File: src/rtl/cfg_loader_pkg.sv
package cfg_loader_pkg;
  typedef struct packed {
    logic load;   // take the aligned byte into the shifter
    logic shift;  // move one bit out this cycle
  } ldStrobe_t;
endpackage

File: src/rtl/cfg_loader_ctrl.sv
module cfg_loader_ctrl
  import cfg_loader_pkg::*;
#(
  parameter int DATA_W      = 8,
  parameter int SEL_N       = 3,
  parameter int SYNC_STAGES = 2
) (
  input  logic             clk,
  input  logic             rstN,
  input  logic [SEL_N-1:0] selN,
  input  logic             wrStrobe,
  output ldStrobe_t        strb,
  output logic             ready,
  output logic             serValid,
  output logic             overrun
);
  localparam int CNT_W = $clog2(DATA_W + 1);

  logic                 writeReq;
  logic [SYNC_STAGES:0] reqPipe;
  logic                 releaseSeen;
  logic [CNT_W-1:0]     bitsLeft;
  logic                 active;

  assign writeReq = (&(~selN)) & wrStrobe;

  // stages 0..SYNC_STAGES-1 synchronize, the last stage holds the prior value
  always_ff @(posedge clk or negedge rstN) begin
    if (!rstN) reqPipe <= '0;
    else       reqPipe <= {reqPipe[SYNC_STAGES-1:0], writeReq};
  end

  assign releaseSeen = reqPipe[SYNC_STAGES] & ~reqPipe[SYNC_STAGES-1];
  assign active      = (bitsLeft != '0);

  always_comb begin
    strb.load  = releaseSeen & ~active;
    strb.shift = active;
  end

  always_ff @(posedge clk or negedge rstN) begin
    if (!rstN)          bitsLeft <= '0;
    else if (strb.load) bitsLeft <= CNT_W'(DATA_W);
    else if (active)    bitsLeft <= bitsLeft - 1'b1;
  end

  always_ff @(posedge clk or negedge rstN) begin
    if (!rstN)                      overrun <= 1'b0;
    else if (releaseSeen && active) overrun <= 1'b1;
  end

  assign ready    = ~active;
  assign serValid = active;
endmodule

File: src/rtl/cfg_loader_dp.sv
module cfg_loader_dp
  import cfg_loader_pkg::*;
#(
  parameter int DATA_W      = 8,
  parameter int SYNC_STAGES = 2
) (
  input  logic              clk,
  input  logic              rstN,
  input  logic [DATA_W-1:0] dataIn,
  input  logic              localTake,
  input  ldStrobe_t         strb,
  output logic              serBit,
  output logic              chainOut
);
  localparam int PIPE_D = SYNC_STAGES + 1;

  logic [DATA_W-1:0] dataPipe [PIPE_D];
  logic [DATA_W-1:0] shReg;

  // delay line matched to the strobe synchronizer plus edge stage
  for (genvar g = 0; g < PIPE_D; g++) begin : gDelay
    if (g == 0) begin : gHead
      always_ff @(posedge clk or negedge rstN) begin
        if (!rstN) dataPipe[g] <= '0;
        else       dataPipe[g] <= dataIn;
      end
    end else begin : gTail
      always_ff @(posedge clk or negedge rstN) begin
        if (!rstN) dataPipe[g] <= '0;
        else       dataPipe[g] <= dataPipe[g-1];
      end
    end
  end

  always_ff @(posedge clk or negedge rstN) begin
    if (!rstN)           shReg <= '0;
    else if (strb.load)  shReg <= dataPipe[PIPE_D-1];
    else if (strb.shift) shReg <= {shReg[DATA_W-2:0], 1'b0};
  end

  assign serBit = shReg[DATA_W-1];

  always_ff @(posedge clk or negedge rstN) begin
    if (!rstN)                         chainOut <= 1'b1;
    else if (strb.shift && !localTake) chainOut <= serBit;
    else                               chainOut <= 1'b1;
  end
endmodule

File: src/rtl/cfg_byte_loader.sv
module cfg_byte_loader
  import cfg_loader_pkg::*;
#(
  parameter int DATA_W      = 8,
  parameter int SEL_N       = 3,
  parameter int SYNC_STAGES = 2
) (
  input  logic              clk,
  input  logic              rstN,
  input  logic [SEL_N-1:0]  selN,
  input  logic              wrStrobe,
  input  logic [DATA_W-1:0] dataIn,
  input  logic              localTake,
  output logic              ready,
  output logic              serValid,
  output logic              serBit,
  output logic              chainOut,
  output logic              overrun
);
  ldStrobe_t strb;

  cfg_loader_ctrl #(
    .DATA_W(DATA_W), .SEL_N(SEL_N), .SYNC_STAGES(SYNC_STAGES)
  ) u_ctrl (
    .clk(clk), .rstN(rstN), .selN(selN), .wrStrobe(wrStrobe),
    .strb(strb), .ready(ready), .serValid(serValid), .overrun(overrun)
  );

  cfg_loader_dp #(
    .DATA_W(DATA_W), .SYNC_STAGES(SYNC_STAGES)
  ) u_dp (
    .clk(clk), .rstN(rstN), .dataIn(dataIn), .localTake(localTake),
    .strb(strb), .serBit(serBit), .chainOut(chainOut)
  );
endmodule

File: config.mk
export PLATFORM = sky130hd
export DESIGN_NAME = cfg_byte_loader
export DESIGN_NICKNAME = d
export VERILOG_FILES = /design/src/rtl/cfg_loader_pkg.sv /design/src/rtl/cfg_loader_ctrl.sv /design/src/rtl/cfg_loader_dp.sv /design/src/rtl/cfg_byte_loader.sv
export SDC_FILE = /design/constraint.sdc
export NUM_CORES = 1
export LEC_CHECK = 0
export ABC_AREA = 1
export BUFFER_PORTS_ARGS = -buffer_cell sky130_fd_sc_hd__buf_4
export CAP_MARGIN = 30
export CORE_MARGIN = 10
export CORE_UTILIZATION = 35
export CTS_CLUSTER_SIZE = 25
export DETAILED_ROUTE_END_ITERATION = 12
export GPL_ROUTABILITY_DRIVEN = 0
export PLACE_DENSITY = 0.57
export SLEW_MARGIN = 10
export SYNTH_ARGS = -nofsm -noshare
export SYNTH_HDL_FRONTEND = slang
export SYNTH_SLANG_ARGS = --single-unit
File: constraint.sdc
create_clock -name clk -period 3 [get_ports clk]
set_clock_uncertainty 0.2 [all_clocks]
set_input_delay 0.3 -clock clk [delete_from_list [all_inputs] [get_ports clk]]
set_output_delay 0.3 -clock clk [all_outputs]
set_load 0.02 [all_outputs]
==> results of run 1 <==
sequential cells by signal, summed over array words and instances (netlist names):
signal           cells
u_ctrl.bitsLeft      4
u_ctrl.overrun       1
u_ctrl.reqPipe       3
u_dp.chainOut        1
u_dp.dataPipe       24
u_dp.shReg           8
per-stage QoR:
step                setup slack [ns]  util [%]  hold WS, ns
floorplan                       1.51         -       -0.196
global placement                1.02      41.6       0.0989
detailed placement             0.967      41.6        0.106
CTS                            0.660      47.7        0.151
global route                   0.515      47.7        0.160
finish                         0.652      47.7        0.146
power groups by stage:
| stage | logic (uW) | registers, uW | clock network (uW) |
|---|---|---|---|
| final | 292 | 652 | 428 |
| after CTS | 295 | 652 | 445 |
| after global routing | 321 | 658 | 473 |
| after detailed placement | 283 | 663 | 0 |
| after global placement | 268 | 660 | 0 |
| after floorplan | 214 | 662 | 0 |
cells in the mapped netlist:
master / number / area (um^2)
nand4_1: 14 / 87.6
nor2_4: 1 / 11.3
nor3_1: 1 / 5.00
buf_2: 2 / 10.0
nor4_1: 1 / 6.26
o21ai_1: 2 / 10.0
nor2_2: 1 / 6.26
xnor2_1: 1 / 8.76
nand2_4: 1 / 11.3
dfrtp_1: 40 / 1000
ha_1: 2 / 25.0
buf_6: 2 / 22.5
nand2_1: 13 / 48.8
nor2_1: 5 / 18.8
dfstp_2: 1 / 26.3
o21bai_1: 2 / 15.0
inv_1: 7 / 26.3
nand3_1: 11 / 55.1
inv_2: 1 / 3.75
area by class of cell:
class | instances | share of cell area, %
Sequential cell | 41 | 57.1
Multi-Input combinational cell | 55 | 17.2
Timing Repair Buffer | 31 | 14.6
Clock buffer | 6 | 4.03
Tap cell | 48 | 3.34
Clock inverter | 2 | 2.15
Inverter | 8 | 1.67
final timing paths:
| path | cells past startpoint | end | startpoint | slack, ns |
|---|---|---|---|---|
| worst max-delay path | 5 | ready | u_ctrl.bitsLeft[0] | 0.65 |
| worst min-delay path | 0 | u_dp.dataPipe[6] | u_dp.dataPipe[14] | 0.15 |
| worst max register to register | 5 | u_ctrl.overrun | u_ctrl.bitsLeft[0] | 1.18 |
| worst min register to register | 0 | u_dp.dataPipe[6] | u_dp.dataPipe[14] | 0.15 |
| max in group asynchronous | 2 | u_dp.chainOut | rstN | 1.92 |
| min in group asynchronous | 2 | u_dp.dataPipe[18] | rstN | 0.33 |
timing repair:
item,CTS,global route
hold buffers,12,0
resized for setup,0,0
hold endpoints to repair,50,0
worst max-delay path, delay by kind of cell (launching register included):
kind,cells,cell delay (ns)
AND/OR/NAND/NOR,1,0.20
adder cells (fa/ha/maj),1,0.57
flip-flops,1,0.38
buffers and inverters,3,0.43
cell usage in the layout (no fill, tap or decap):
cell / n
dfrtp_1: 40
dfstp_2: 1
clkinv_4: 1
inv_1: 7
o21ai_1: 2
nand4_1: 14
buf_4: 19
nor2_4: 1
clkbuf_8: 5
bufinv_16: 1
o21bai_1: 2
inv_2: 1
dlygate4sd3_1: 12
nand2_4: 1
ha_1: 2
nor4_1: 1
clkbuf_1: 1
nand2_1: 13
nor3_1: 1
nand3_1: 11
nor2_2: 1
nor2_1: 5
xnor2_1: 1
cell families (layout without fill, tap and decap cells):
family / count (synthesis) / in the layout / share of synthesized area, %
buffers and inverters: 12 / 47 / 4.47
AO/OA/AOI/OAI: 4 / 4 / 1.79
adder cells (fa/ha/maj): 2 / 2 / 1.79
XOR/XNOR: 1 / 1 / 0.626
AND/OR/NAND/NOR: 48 / 48 / 17.9
flip-flops: 41 / 41 / 73.4
layer usage:
layer  routed length (um)  vias to the layer above
met2                 1040                       36
met3                  197                        2
met1                  985                      410
met5                    0                        -
li1                     -                      428
met4                   18                        0
==> results.yml, run 1 <==
outcome:
  status: "complete, no violations"
floorplan:
  ioPinCount: 20
  coreArea_um2: 3770
  die_h_um: 83.2
  initial_utilization_pct: 37.1
  fp-row-count: 22
  dieArea_um2: 6930
  die_w_um: 83.2
logic_synthesis:
  synth_area_um2: 1400
  avgSynthCellArea_um2: 13.0
  ys_types: 19
  yosysWarningCount: 0
  yosysSeqAreaShare_pct: 73.4
  synthesis.nets: 125
  ys_seq_elements: 41
  syn_inst: 108
critical_path:
  cp_slowest_cell: "ha_1"
  cp-end-kind: "output pin"
  critical_path_class: "reg2out"
  critPathArrivalTime_ns: 1.85
  cpPeakStageDelay_ns: 0.57
  start_kind: "flip-flop"
  crit_required_ns: 2.50
  crit_fanout: 17
  crit_chain: "inv_1 > ha_1 > nand2_4 > inv_2 > buf_4"
global_routing:
  grt_pass1_vias: 904
  grt_overflow: 0
  top_usage_layer: "met2"
  grt_max_degree: 42
  use_met3_pct: 4.30
  grt_usage_pct: 6.92
  antenna_found_initial: 0
  grt_first_pass_wirelength_mm: 3.92
  use_met1_pct: 7.26
  met2_usage_pct: 10.5
power_and_ir_drop:
  ir_worst_vdd_uv: 417
  switchingPower_uw: 404
  power.internal_uw: 968
  seqPwrFrac_pct: 47.5
  power.total_uw: 1370
  leakage_uw: 0.000864
  powerDensity_nw_per_um2: 762
  p_comb_share_pct: 21.3
  clkPwrFrac_pct: 31.2
  switching_share_pct: 29.5
sta:
  slew_headroom_pct: 59.7
  fin_crit_ns: 2.35
  worstMarginPinSlew_ns: 0.605
  fin_crit_sh_pct: 78.3
  setup_viol_count_final: 0
  fmax_mhz: 426
  rsz0062_at_grt: "no"
  hold_viol_final: 0
  fin_tns_setup_ns: 0
  slew_viol_final: 0
detailed_routing:
  wl_mm: 2.24
  first_iter_violations: 37
  viasPerCell: 4.59
  drt-pass1-iter-count: 4
  wl_per_cell_um: 11.7
  ant_nets: 0
  drcViolationCount: 0
  vias: 876
place:
  place_area_um2: 1570
  io_buffers: 19
  place_inst: 171
  hpwl_mm: 1.45
cells_and_area:
  instances_no_fill: 191
  syn2layout_area_growth_pct: 28.7
  fillCellCount: 329
  fin_area_um2: 1800
  layout-drive-gt1-share_pct: 21.7
  multi_input_area_um2: 309
  antennaDiodeCount: 0
  final_nets: 159
  register_area_um2: 1030
clock_network:
  clockBufferDepth: 2
  clk_latency_ns: 0.28
  cts_root_buf: "clkbuf_8"
  cts_tree: "done"
  post_cts_buffers: 0
  htree_levels: 2
  clkTransAtPathRegs_ns: 0.08
  cts_inserted_buffers: 5
  clock_sinks: 41
run:
  drv_cap: 0
min_path:
  hold_class: "reg2reg"
Note: power is estimated with default switching activity, not from simulation.
==> run 2, diff against run 1 <==
ABC_AREA = 0   (was 1)
PLACE_DENSITY = 0.59   (was 0.57)
clock period = 2 ns   (was 3 ns; I/O delays follow)
==> run 2 against run 1 <==
Net effect:
- sequential power grew 66%
- critical path depth stayed put
- power increased by 57%
- wire length fell by 6.1%
- register-to-register slack got worse by 0.87 ns
- via count is 9.2% lower
- flip-flop and latch count stayed put
- highest routed layer unchanged
- sequential share of layout area is 0.64 points higher
==> results.yml, run 2 <==
logic_synthesis:
  yosysMostFrequentCell: "dfrtp_1"
  avgSynthCellArea_um2: 14.2
  syn_inst: 97
  ys_async_sr_fraction_pct: 100
  synth_edf_count: 0
  yosysSeqAreaShare_pct: 74.6
  yosysWarningCount: 0
  synth_area_leader_cell: "dfrtp_1"
  synthTopCellsByCount: "40 x dfrtp_1, 16 x nand2_1, 9 x nor2_1"
  synth.top_cell.area_share_pct: 72.7
  synth_top_cells_by_area: "dfrtp_1 73%, a31oi_2 4.5%, nand2_1 4.4%"
  synth_area_um2: 1380
  ys_types: 23
  synthesis.nets: 114
  ys_seq_elements: 41
  dominantRegCellSynth: "dfrtp_1"
power_and_ir_drop:
  power.total_uw: 2160
  leakage_uw: 0.000793
  ir_worst_vdd_uv: 570
  powerDensity_nw_per_um2: 1210
global_routing:
  grt_pass1_vias: 852
  antenna_found_initial: 0
  grt_first_pass_wirelength_mm: 3.71
  grt_overflow: 0
  grt_max_degree: 42
  grt_usage_pct: 7.36
clock_network:
  cts-resized-gates: 0
  clkTransAtPathRegs_ns: 0.09
  clk_latency_ns: 0.30
  postCtsHoldBufs: 12
  cts_root_buf: "clkbuf_8"
  post_cts_buffers: 0
  clock_sinks: 41
  cts_tree: "done"
  cts_inserted_buffers: 5
  clockBufferDepth: 2
  htree_levels: 2
critical_path:
  critPathArrivalTime_ns: 1.46
  crit_required_ns: 1.60
  r2r-end: "u_dp.chainOut"
  critical_path_class: "reg2out"
  cp_top_family: "flip-flops"
  crit_fanout: 5
  start_kind: "flip-flop"
  crit_top_cell: "inv_1"
  r2r_cells: 5
  cp-end-kind: "output pin"
  timing.critical_path.buf_inv: 3
  crit_chain: "inv_1 > ha_1 > nor3b_4 > inv_1 > buf_4"
  cpPeakStageDelay_ns: 0.42
  cp_slowest_cell: "dfrtp_1"
  r2r_slack_ns: 0.31
  r2r-start: "u_ctrl.bitsLeft[0]"
cells_and_area:
  syn2layout_area_growth_pct: 29.2
  layout-drive-gt1-share_pct: 27.6
  antennaDiodeCount: 0
  regMostFlops: "u_dp.dataPipe"
  reg_top3: "u_dp.dataPipe: 24 flops, u_dp.shReg: 8 flops, u_ctrl.bitsLeft: 4 flops"
  largest_register_ff_count: 24
  final_cell_mix: "40 x dfrtp_1, 21 x buf_4, 16 x nand2_1"
  final_nets: 150
  layout_commonest_cell: "dfrtp_1"
  final_util_pct: 47.6
detailed_routing:
  viasPerCell: 4.37
  drcViolationCount: 0
  wl_mm: 2.11
  drt-pass1-iter-count: 3
  vias: 795
  wl_per_cell_um: 11.6
  first_iter_violations: 36
  ant_nets: 0
place:
  io_buffers: 19
  hpwl_mm: 1.37
min_path:
  min_to: "u_dp.dataPipe[8]"
  min_from: "u_dp.dataPipe[16]"
  hold_class: "reg2reg"
  hold_depth: 0
sta:
  slew_headroom_pct: 67.6
  fin_crit_ns: 1.86
  fin_crit_sh_pct: 93.1
  hold_viol_final: 0
  worstMarginPinSlew_ns: 0.486
  fmax_mhz: 537
  slew_viol_final: 0
  setup_viol_count_final: 0
  fin_tns_setup_ns: 0
  rsz0062_at_grt: "no"
run:
  drv_cap: 0
floorplan:
  ioPinCount: 20
  die_h_um: 82.7
  coreArea_um2: 3740
  initial_utilization_pct: 36.8
  fp-row-count: 22
  dieArea_um2: 6850
  die_w_um: 82.7
outcome:
  status: "complete, no violations"
run 2: cells by family after synthesis:
group / count (synthesis) / share of synthesized area, %
mux: 1 / 0.727
flops: 41 / 74.6
fa+ha+maj: 2 / 1.82
compound gates: 13 / 8.45
simple gates: 32 / 10.9
xor+xnor: 1 / 0.636
buf+inv: 7 / 2.91
run 2: worst max-delay path by stage:
stage,startpoint,end,slack [ns],cells after the start
2_1_floorplan,u_ctrl.bitsLeft[0],serValid,0.45,5
3_5_place_dp,u_ctrl.bitsLeft[0],u_dp.chainOut,0.32,5
4_1_cts,u_ctrl.bitsLeft[0],serValid,0.11,5
3_3_place_gp,u_ctrl.bitsLeft[0],u_dp.shReg[4],0.37,6
6_report,u_ctrl.bitsLeft[0],serValid,0.14,5
5_1_grt,u_ctrl.bitsLeft[1],serValid,0.05,5
run 2: area by class of cell:
cell class              instances  area, um^2
clock inverters                 3        25.0
inverters                       3        11.3
repair buffers                 33         278
well taps                      48        60.1
flip-flops and latches         41        1030
clock buffers                   5        68.8
fillers                       343        1960
multi-input cells              49         310
run 2: layer usage:
layer	GRT usage, %	part of all wire (%)	wire length (um)
met1	7.25	43	899
met2	11.5	46	974
met3	3.67	7.8	164
met4	6.02	3.2	68
met5	0	0	0
run 2: where the power goes:
part | internal [uW] | switching (uW)
clock | 251 | 297
combinational | 252 | 274
sequential | 978 | 102
total | 1480 | 674
run 2: through the flow:
step	hold slack, ns	instance area [um^2]	setup slack, ns	instances
2_1_floorplan	-0.296	1380	0.447	97
3_3_place_gp	-0.00343	1570	0.373	162
3_5_place_dp	0.00340	1570	0.321	162
4_1_cts	0.152	1780	0.109	182
5_1_grt	0.156	1780	0.0490	182
6_report	0.146	1780	0.138	182
